### src/rtl/audio_route_pkg.sv
// Shared types for the stereo channel router.
// Assumes: callers cast the raw 2-bit select ports to src_sel_e.
package audio_route_pkg;
    typedef enum logic [1:0] {
        SRC_MUTE   = 2'b00,
        SRC_LEFT   = 2'b01,
        SRC_RIGHT  = 2'b10,
        SRC_MUTE_X = 2'b11
    } src_sel_e;
endpackage

### src/rtl/pair_fifo.sv
// Paired-sample FIFO: each entry holds one left and one right sample together.
// Assumes: DEPTH is a power of two, and pop is only raised when not empty.
module pair_fifo #(
    parameter int SAMPLE_W = 16,
    parameter int DEPTH    = 8
) (
    input  logic                  clk,
    input  logic                  rst_n,
    input  logic                  push,
    input  logic [2*SAMPLE_W-1:0] wr_pair,
    input  logic                  pop,
    output logic [2*SAMPLE_W-1:0] rd_pair,
    output logic                  full,
    output logic                  empty
);
    localparam int AW = $clog2(DEPTH);

    logic [2*SAMPLE_W-1:0] mem [DEPTH];
    logic [AW:0] wr_ptr, rd_ptr;
    logic        do_wr, do_rd;

    assign do_wr   = push && !full;
    assign do_rd   = pop && !empty;
    assign full    = (wr_ptr[AW] != rd_ptr[AW]) && (wr_ptr[AW-1:0] == rd_ptr[AW-1:0]);
    assign empty   = (wr_ptr == rd_ptr);
    assign rd_pair = mem[rd_ptr[AW-1:0]];

    // Store an accepted pair at the write slot.
    always_ff @(posedge clk) begin
        if (do_wr) mem[wr_ptr[AW-1:0]] <= wr_pair;
    end

    // Advance the wrap-tagged pointers.
    always_ff @(posedge clk) begin
        if (!rst_n) begin
            wr_ptr <= '0;
            rd_ptr <= '0;
        end else begin
            if (do_wr) wr_ptr <= wr_ptr + 1'b1;
            if (do_rd) rd_ptr <= rd_ptr + 1'b1;
        end
    end

    // a push into a full FIFO leaves the write pointer where it was.
    assert_full_push_dropped_R7: assert property (@(posedge clk) disable iff (!rst_n)
        (push && full) |=> (wr_ptr == $past(wr_ptr)));

    // a lone accepted push makes the FIFO non-empty.
    assert_push_fills_R6: assert property (@(posedge clk) disable iff (!rst_n)
        (push && !full && !pop) |=> !empty);

    // a lone pop from a single-entry FIFO empties it.
    assert_pop_drains_R4: assert property (@(posedge clk) disable iff (!rst_n)
        (pop && !push && (wr_ptr == rd_ptr + 1'b1)) |=> empty);
endmodule

### src/rtl/chan_mux.sv
// Source selector for one output channel: silence, left or right sample.
// Assumes: the code 11 is treated as silence.
module chan_mux
    import audio_route_pkg::*;
#(
    parameter int SAMPLE_W = 16
) (
    input  src_sel_e              sel,
    input  logic [SAMPLE_W-1:0]   left_in,
    input  logic [SAMPLE_W-1:0]   right_in,
    output logic [SAMPLE_W-1:0]   y
);
    // Pick the channel source for this output.
    always_comb begin
        unique case (sel)
            SRC_LEFT:  y = left_in;
            SRC_RIGHT: y = right_in;
            default:   y = '0;
        endcase
    end
endmodule

### src/rtl/audio_route_buffer.sv
// Buffered stereo router: a FIFO decouples input rate from the strobed output
// rate; per-channel muxes pick the source, sampled only at the output strobe.
// Assumes: out_strobe is a one-cycle pulse; reset lasts at least one edge.
module audio_route_buffer
    import audio_route_pkg::*;
#(
    parameter int SAMPLE_W = 16,
    parameter int DEPTH    = 8,
    parameter int DROP_W   = 8
) (
    input  logic                clk,
    input  logic                rst_n,
    input  logic                in_valid,
    output logic                in_ready,
    input  logic [SAMPLE_W-1:0] in_left,
    input  logic [SAMPLE_W-1:0] in_right,
    input  logic                out_strobe,
    input  logic [1:0]          sel_left,
    input  logic [1:0]          sel_right,
    output logic [SAMPLE_W-1:0] out_left,
    output logic [SAMPLE_W-1:0] out_right,
    output logic                underflow,
    output logic [DROP_W-1:0]   drop_count
);
    localparam int NCH = 2;

    logic [2*SAMPLE_W-1:0] head_pair;
    logic                  fifo_full, fifo_empty;
    src_sel_e              sel_arr [NCH];
    logic [SAMPLE_W-1:0]   mux_y   [NCH];
    logic [SAMPLE_W-1:0]   out_q   [NCH];

    assign in_ready   = !fifo_full;
    assign sel_arr[0] = src_sel_e'(sel_left);
    assign sel_arr[1] = src_sel_e'(sel_right);
    assign out_left   = out_q[0];
    assign out_right  = out_q[1];

    pair_fifo #(.SAMPLE_W(SAMPLE_W), .DEPTH(DEPTH)) u_fifo (
        .clk     (clk),
        .rst_n   (rst_n),
        .push    (in_valid),
        .wr_pair ({in_left, in_right}),
        .pop     (out_strobe),
        .rd_pair (head_pair),
        .full    (fifo_full),
        .empty   (fifo_empty)
    );

    for (genvar c = 0; c < NCH; c++) begin : g_ch
        chan_mux #(.SAMPLE_W(SAMPLE_W)) u_mux (
            .sel      (sel_arr[c]),
            .left_in  (head_pair[2*SAMPLE_W-1:SAMPLE_W]),
            .right_in (head_pair[SAMPLE_W-1:0]),
            .y        (mux_y[c])
        );

        // Latch this channel's sample on the strobe; zero on underflow.
        always_ff @(posedge clk) begin
            if (!rst_n)          out_q[c] <= '0;
            else if (out_strobe) out_q[c] <= fifo_empty ? '0 : mux_y[c];
        end
    end

    // Sticky underflow flag, cleared only by reset.
    always_ff @(posedge clk) begin
        if (!rst_n)                        underflow <= 1'b0;
        else if (out_strobe && fifo_empty) underflow <= 1'b1;
    end

    // Saturating count of writes refused while full.
    always_ff @(posedge clk) begin
        if (!rst_n)                                         drop_count <= '0;
        else if (in_valid && fifo_full && drop_count != '1) drop_count <= drop_count + 1'b1;
    end

    // outputs hold between strobes.
    assert_out_hold_R5: assert property (@(posedge clk) disable iff (!rst_n)
        !out_strobe |=> ($stable(out_left) && $stable(out_right)));

    // a strobe on an empty FIFO gives silence and sets the flag.
    assert_underflow_zero_R8: assert property (@(posedge clk) disable iff (!rst_n)
        (out_strobe && fifo_empty) |=> (out_left == '0 && out_right == '0 && underflow));

    // the underflow flag is sticky.
    assert_underflow_sticky_R8: assert property (@(posedge clk) disable iff (!rst_n)
        underflow |=> underflow);

    // a refused write bumps the drop counter unless saturated.
    assert_drop_counted_R7: assert property (@(posedge clk) disable iff (!rst_n)
        (in_valid && !in_ready && drop_count != '1) |=> (drop_count == $past(drop_count) + 1'b1));
endmodule

### config.mk
export PLATFORM = sky130hd
export DESIGN_NAME = audio_route_buffer
export DESIGN_NICKNAME = d
export VERILOG_FILES = /design/src/rtl/audio_route_pkg.sv /design/src/rtl/pair_fifo.sv /design/src/rtl/chan_mux.sv /design/src/rtl/audio_route_buffer.sv
export SDC_FILE = /design/constraint.sdc
export NUM_CORES = 1
export LEC_CHECK = 0
export ABC_AREA = 1
export BUFFER_PORTS_ARGS = -buffer_cell sky130_fd_sc_hd__buf_2
export CORE_MARGIN = 3
export CORE_UTILIZATION = 30
export DETAILED_ROUTE_END_ITERATION = 8
export GPL_ROUTABILITY_DRIVEN = 1
export MAX_ROUTING_LAYER = met4
export SETUP_SLACK_MARGIN = 0.5
export SLEW_MARGIN = 10
export SYNTH_ARGS = -nofsm -noshare
export SYNTH_HDL_FRONTEND = slang
export SYNTH_SLANG_ARGS = --single-unit
### constraint.sdc
create_clock -name clk -period 6.3 [get_ports clk]
set_input_delay 0.63 -clock clk [delete_from_list [all_inputs] [get_ports clk]]
set_output_delay 0.63 -clock clk [all_outputs]
set_load 0.02 [all_outputs]
== Word level (Yosys, flattened, before mapping) ==
Memory sizes are Yosys's and may differ from the RTL's. A register that Yosys moved wholly into a read port is not among the register bits.
Cells that the tools add are included.

* Flip-flop bits (word level): 17
* RAM bits: 288
* Input port bits: 40
* Output and inout port bits: 42
* Logic and storage cells: 41
* Memories: 2

* $add $sub $neg: 3
* Equal/unequal tests: 8
* Multiplexer cells: 14
* Bitwise logic cells: 2
* Reductions and logical operators: 8

{| class="wikitable"
|+ Memories
! name !! words !! width !! read ports !! clocked after Yosys merged registers in !! write ports !! RTL line !! source
|-
| u_fifo.mem || 8 || 32 || 1 || 1 || 1 || pair_fifo.sv:18 || <nowiki>logic [2*SAMPLE_W-1:0] mem [DEPTH];</nowiki>
|-
| out_q || 2 || 16 || 2 || 0 || 2 || audio_route_buffer.sv:31 || <nowiki>logic [SAMPLE_W-1:0] out_q [NCH];</nowiki>
|}

{| class="wikitable"
|+ Operators by type and width
! operator !! count
|-
| 2-to-1 mux 16 bit || 4
|-
| one-hot mux 16 bit (2 select lines) || 2
|-
| adder 4 x 1 -> 4 bit, second input constant || 2
|-
| adder 8 x 1 -> 8 bit, second input constant || 1
|-
| != test 8 bit, second input constant || 1
|-
| logical AND 1 bit || 6
|-
| 2-to-1 mux 1 bit || 6
|-
| 2-to-1 mux 3 bit || 2
|-
| == test 2 x 1 -> 1 bit, second input constant || 2
|-
| == test 2 bit, second input constant || 2
|-
| == test 4 bit || 1
|-
| == test 3 bit || 1
|-
| zero test 1 bit || 2
|-
| bitwise OR 1 bit || 2
|-
| != test 1 bit || 1
|}

== Logic depth before layout (Yosys ltp) ==
* Depth in word-level cells: 6
* Depth in mapped cells: 12
* Depth with buffers taken out: 11

== Modules after synthesis ==
A second synthesis with hierarchy kept.

* Cells, all modules: 1179
* Area, all modules: 13011.2 µm²

{| class="wikitable"
|+ By module, submodules not included
! module !! times used !! cells an instance !! area each (µm²) !! sequential area each (µm²)
|-
| pair_fifo || 1 || 889 || 10632.7 || 7907.6
|-
| audio_route_buffer || 1 || 174 || 1712.9 || 1141.1
|-
| chan_mux || 2 || 58 || 332.8 || 0.0
|}

== Worst setup path before layout ==
Ideal clock, no wire load.

* Path kind: reg2reg
* Start point: register u_fifo.wr_ptr[1]
* End point: memory u_fifo.mem[0][0] (netlist name), enable pin
* Library setup time: 0.421 ns
* Arrival time: 2.677 ns
* Data required time: 5.879 ns
* Path slack: 3.202 ns
* Stages on the path, launching flop included: 9
* Path buffers: 1
* Period minus slack after synthesis: 3.098 ns
* Cells stage by stage: dfxtp_1 > buf_2 > xor2_1 > nor2_4 > nand2_1 > nand2_2 > inv_2 > nand2_1 > nor2_1

* Longest elaborated chain between the ends: 6

{| class="wikitable"
|+ RTL lines
! element !! RTL line !! source
|-
| start, declared || pair_fifo.sv:19 || <nowiki>logic [AW:0] wr_ptr, rd_ptr;</nowiki>
|-
| start signal, assigned || pair_fifo.sv:39 || <nowiki>if (do_wr) wr_ptr <= wr_ptr + 1'b1;</nowiki>
|-
| == test 3 bit || pair_fifo.sv:24 || <nowiki>assign full = (wr_ptr[AW] != rd_ptr[AW]) && (wr_ptr[AW-1:0] == rd_ptr[AW-1:0]);</nowiki>
|-
| logical AND 1 bit || pair_fifo.sv:24 ||
|-
| zero test 1 bit || -- ||
|-
| via in_ready || audio_route_buffer.sv:14 || <nowiki>output logic in_ready,</nowiki>
|-
| logical AND 1 bit || pair_fifo.sv:22 || <nowiki>assign do_wr = push && !full;</nowiki>
|-
| 2-to-1 mux 1 bit || pair_fifo.sv:30 || <nowiki>if (do_wr) mem[wr_ptr[AW-1:0]] <= wr_pair;</nowiki>
|-
| 2-to-1 mux 1 bit (implied by the code) || pair_fifo.sv:30 ||
|-
| end, declared || pair_fifo.sv:18 ||
|}

The timed path passes the listed nets, and every way through them passes these cells.

==> impl_metrics.yaml <==
status:
  status: "finished, final reports clean"
floorplanning:
  num_io_pins: 82
  num_rows: 74
  die_area_um2: 44880
  die_h_um: 211.9
  core-area_um2: 41390
  die_w_um: 211.9
  start_util_pct: 30.72
pwr:
  intPower_mw: 3.506
  power_frac_comb_pct: 11.9
  p_seq_share_pct: 49.7
  p_leak_nw: 5.197
  irDropWorstVdd_v: 0.0001701
  power.switching_mw: 1.198
  power.density_nw_per_um2: 320.4
  power.share.clock_pct: 38.4
  swShare_pct: 25.47
routing:
  avgRoutedWirePerCell_um: 18.06
  ant_nets: 0
  dr.pass1.iters: 7
  drt_iter0_drc: 697
  via_count: 8347
  wirelength_mm: 31.41
  via_per_inst: 4.800
  route.detailed.drc: 0
synth:
  synth_area_per_cell_um2: 11.33
  yosysWarningCount: 0
  netlist_area_um2: 12710
  synth_most_common_cell: "nor2_1"
  synth_fp_nets: 1169
  async_flop_share_pct: 0
  synth_cells: 1122
  synth_top_cells_by_count: "299 x nor2_1, 288 x edfxtp_1, 139 x nand2_1"
  synth_area_leaders: "edfxtp_1 68%, nor2_1 8.8%, o21ai_0 5.0%"
  synth_ff_type: "edfxtp_1"
  yosys.cell_types.count: 27
  synth_top_area_share_pct: 68.03
  synth-seq-cells: 308
  synth-edff-count: 288
  synth_area_leader_cell: "edfxtp_1"
  ys_seq_area_share_pct: 71.18
critical_path:
  cp-start-kind: "flop"
  cp_max_fo: 78
  crit_end: "out_q[1][0]$_SDFFCE_PP0P_"
  rr_worst_depth: 8
  endpoint_kind: "flop"
  arrival_ns: 3.31
  crit_type: "flop to flop"
  regToRegSetupSlack_ns: 3.37
  cp.required_ns: 6.67
  rr_endpoint: "out_q[1][0]$_SDFFCE_PP0P_"
finish:
  num-fill-cells: 4041
  instances_no_fill: 1739
  drive_gt1_share_pct: 15.01
  num-nets-final: 1230
  area.growth.synth_to_final_pct: 15.50
min_path:
  hold_path.class: "input pin to flop"
cts:
  clock_path_buffers: 3
  path_clk_slew_ns: 0.06
  cts_root_buf: "clkbuf_16"
  cts_hold_buf: 0
  clock-sinks: 308
  cts_made_buffers: 30
  clk_latency_ns: 0.55
  h-tree-depth: 1
  cts_tree: "built"
  cts_resized: 0
  post-cts-setup-buffers: 0
grt:
  grt_pass1_wl_mm: 47.55
  grt_pass1_vias: 8197
  grt_overflow_total: 0
  antenna_found_initial: 1
  grt_max_degree: 79
  track_usage_pct: 14.07
timing:
  setup_violations: 0
  max_freq_mhz: 340.8
  period_share_pct: 46.57
  fin_crit_ns: 2.934
  fin_hold_ws_ns: 0.3464
  slew_headroom_pct: 19.61
  setup_tns_ns: 0
  rsz0062_at_grt: "false"
  finalClockSkew_ns: 0.007786
  worst_pin_slew_ns: 1.203
  drv_slew: 0
  finalHoldViolCount: 0
job:
  drv_cap: 0
place:
  hpwl_mm: 18.34
  routabilityCongestion: 0.7550
  dp.cells: 1681
  numPortBuffers: 81
## kinds of logic after synthesis
family	count (synthesis)	share of synthesized area [%]
AO/OA/AOI/OAI	170	7.303
XOR/XNOR	7	0.5414
adder cells (fa/ha/maj)	7	0.6889
buffers and inverters	94	3.071
flip-flops	308	71.18
AND/OR/NAND/NOR	536	17.21
## layout make-up
class / count / area [µm²] / share of cell area (%)
sequential: 308 / 9054 / 61.66
multi-input combinational: 720 / 3333 / 22.70
clock buffer: 33 / 783.3 / 5.334
tap: 532 / 665.6 / 4.533
timing repair buffer: 92 / 520.5 / 3.545
clock inverter: 22 / 207.7 / 1.415
inverter: 31 / 116.4 / 0.7925
antenna: 1 / 2.502 / 0.01704
## power by group through the flow
stage / clock network (mW) / registers (mW) / logic (mW)
after floorplan: 0 / 2.38 / 0.382
after global placement: 0 / 2.38 / 0.558
after detailed placement: 0 / 2.38 / 0.564
after CTS: 1.84 / 2.34 / 0.567
after global routing: 1.92 / 2.34 / 0.636
final: 1.81 / 2.34 / 0.562
## routing by layer
layer	vias to the layer above	GRT usage, %	part of all wire [%]
li1	3998	-	-
met1	4029	19.27	44
met2	285	22.11	47
met3	35	2.297	6.8
met4	0	3.279	1.7
met5	-	-	0
## cells in the final DEF (no fill, tap or decap), drive strengths merged, types with 15 or more instances in the layout
cell,instances
edfxtp,288
nor2,301
nand2,142
inv,31
nand3,82
buf,92
dfxtp,20
o21ai,131
clkinv,15
clkbuf,33
a21oi,38
## registers in the layout (all words and copies together), names as in the netlist, named ones only
name / count
drop_count: 8
out_q: 32
underflow: 1
u_fifo.mem: 256
u_fifo.wr_ptr: 4
u_fifo.rd_ptr: 4
## how the worst min path moves through the flow
stage          slack, ns                     startpoint  depth (start not counted)                            end
3_3_place_gp        0.45         underflow$_SDFFE_PN0P_                          1         underflow$_SDFFE_PN0P_
4_1_cts             0.33                   in_right[14]                          1    u_fifo.mem[7][14]$_DFFE_PP_
3_5_place_dp        0.48         underflow$_SDFFE_PN0P_                          1         underflow$_SDFFE_PN0P_
6_report            0.35                   in_right[14]                          1    u_fifo.mem[7][14]$_DFFE_PP_
5_1_grt             0.35                     in_left[5]                          1    u_fifo.mem[6][21]$_DFFE_PP_
2_1_floorplan       0.50  u_fifo.rd_ptr[3]$_SDFFE_PN0P_                          2  u_fifo.rd_ptr[3]$_SDFFE_PN0P_
## stage by stage
step                      util, %  total power [mW]  worst slack (ns)  area (µm²)
final                       35.48             4.704             3.366       14680
after global routing        35.48             4.894             3.113       14680
after CTS                   35.36             4.743             3.341       14630
after detailed placement    32.96             2.944             3.386       13640
after global placement      32.96             2.938             3.431       13640
after floorplan                 -             2.758             3.202       12710
## critical path, stage by stage (launching register included)
cell,delay (ns)
dfxtp_4,0.52
inv_2,0.64
buf_4,0.66
o21ai_0,0.22
nand2_1,0.11
nand2_1,0.08
nand2_1,0.17
nand2_1,0.07
a21oi_1,0.20
No activity file was read; power rests on OpenSTA's default activity.
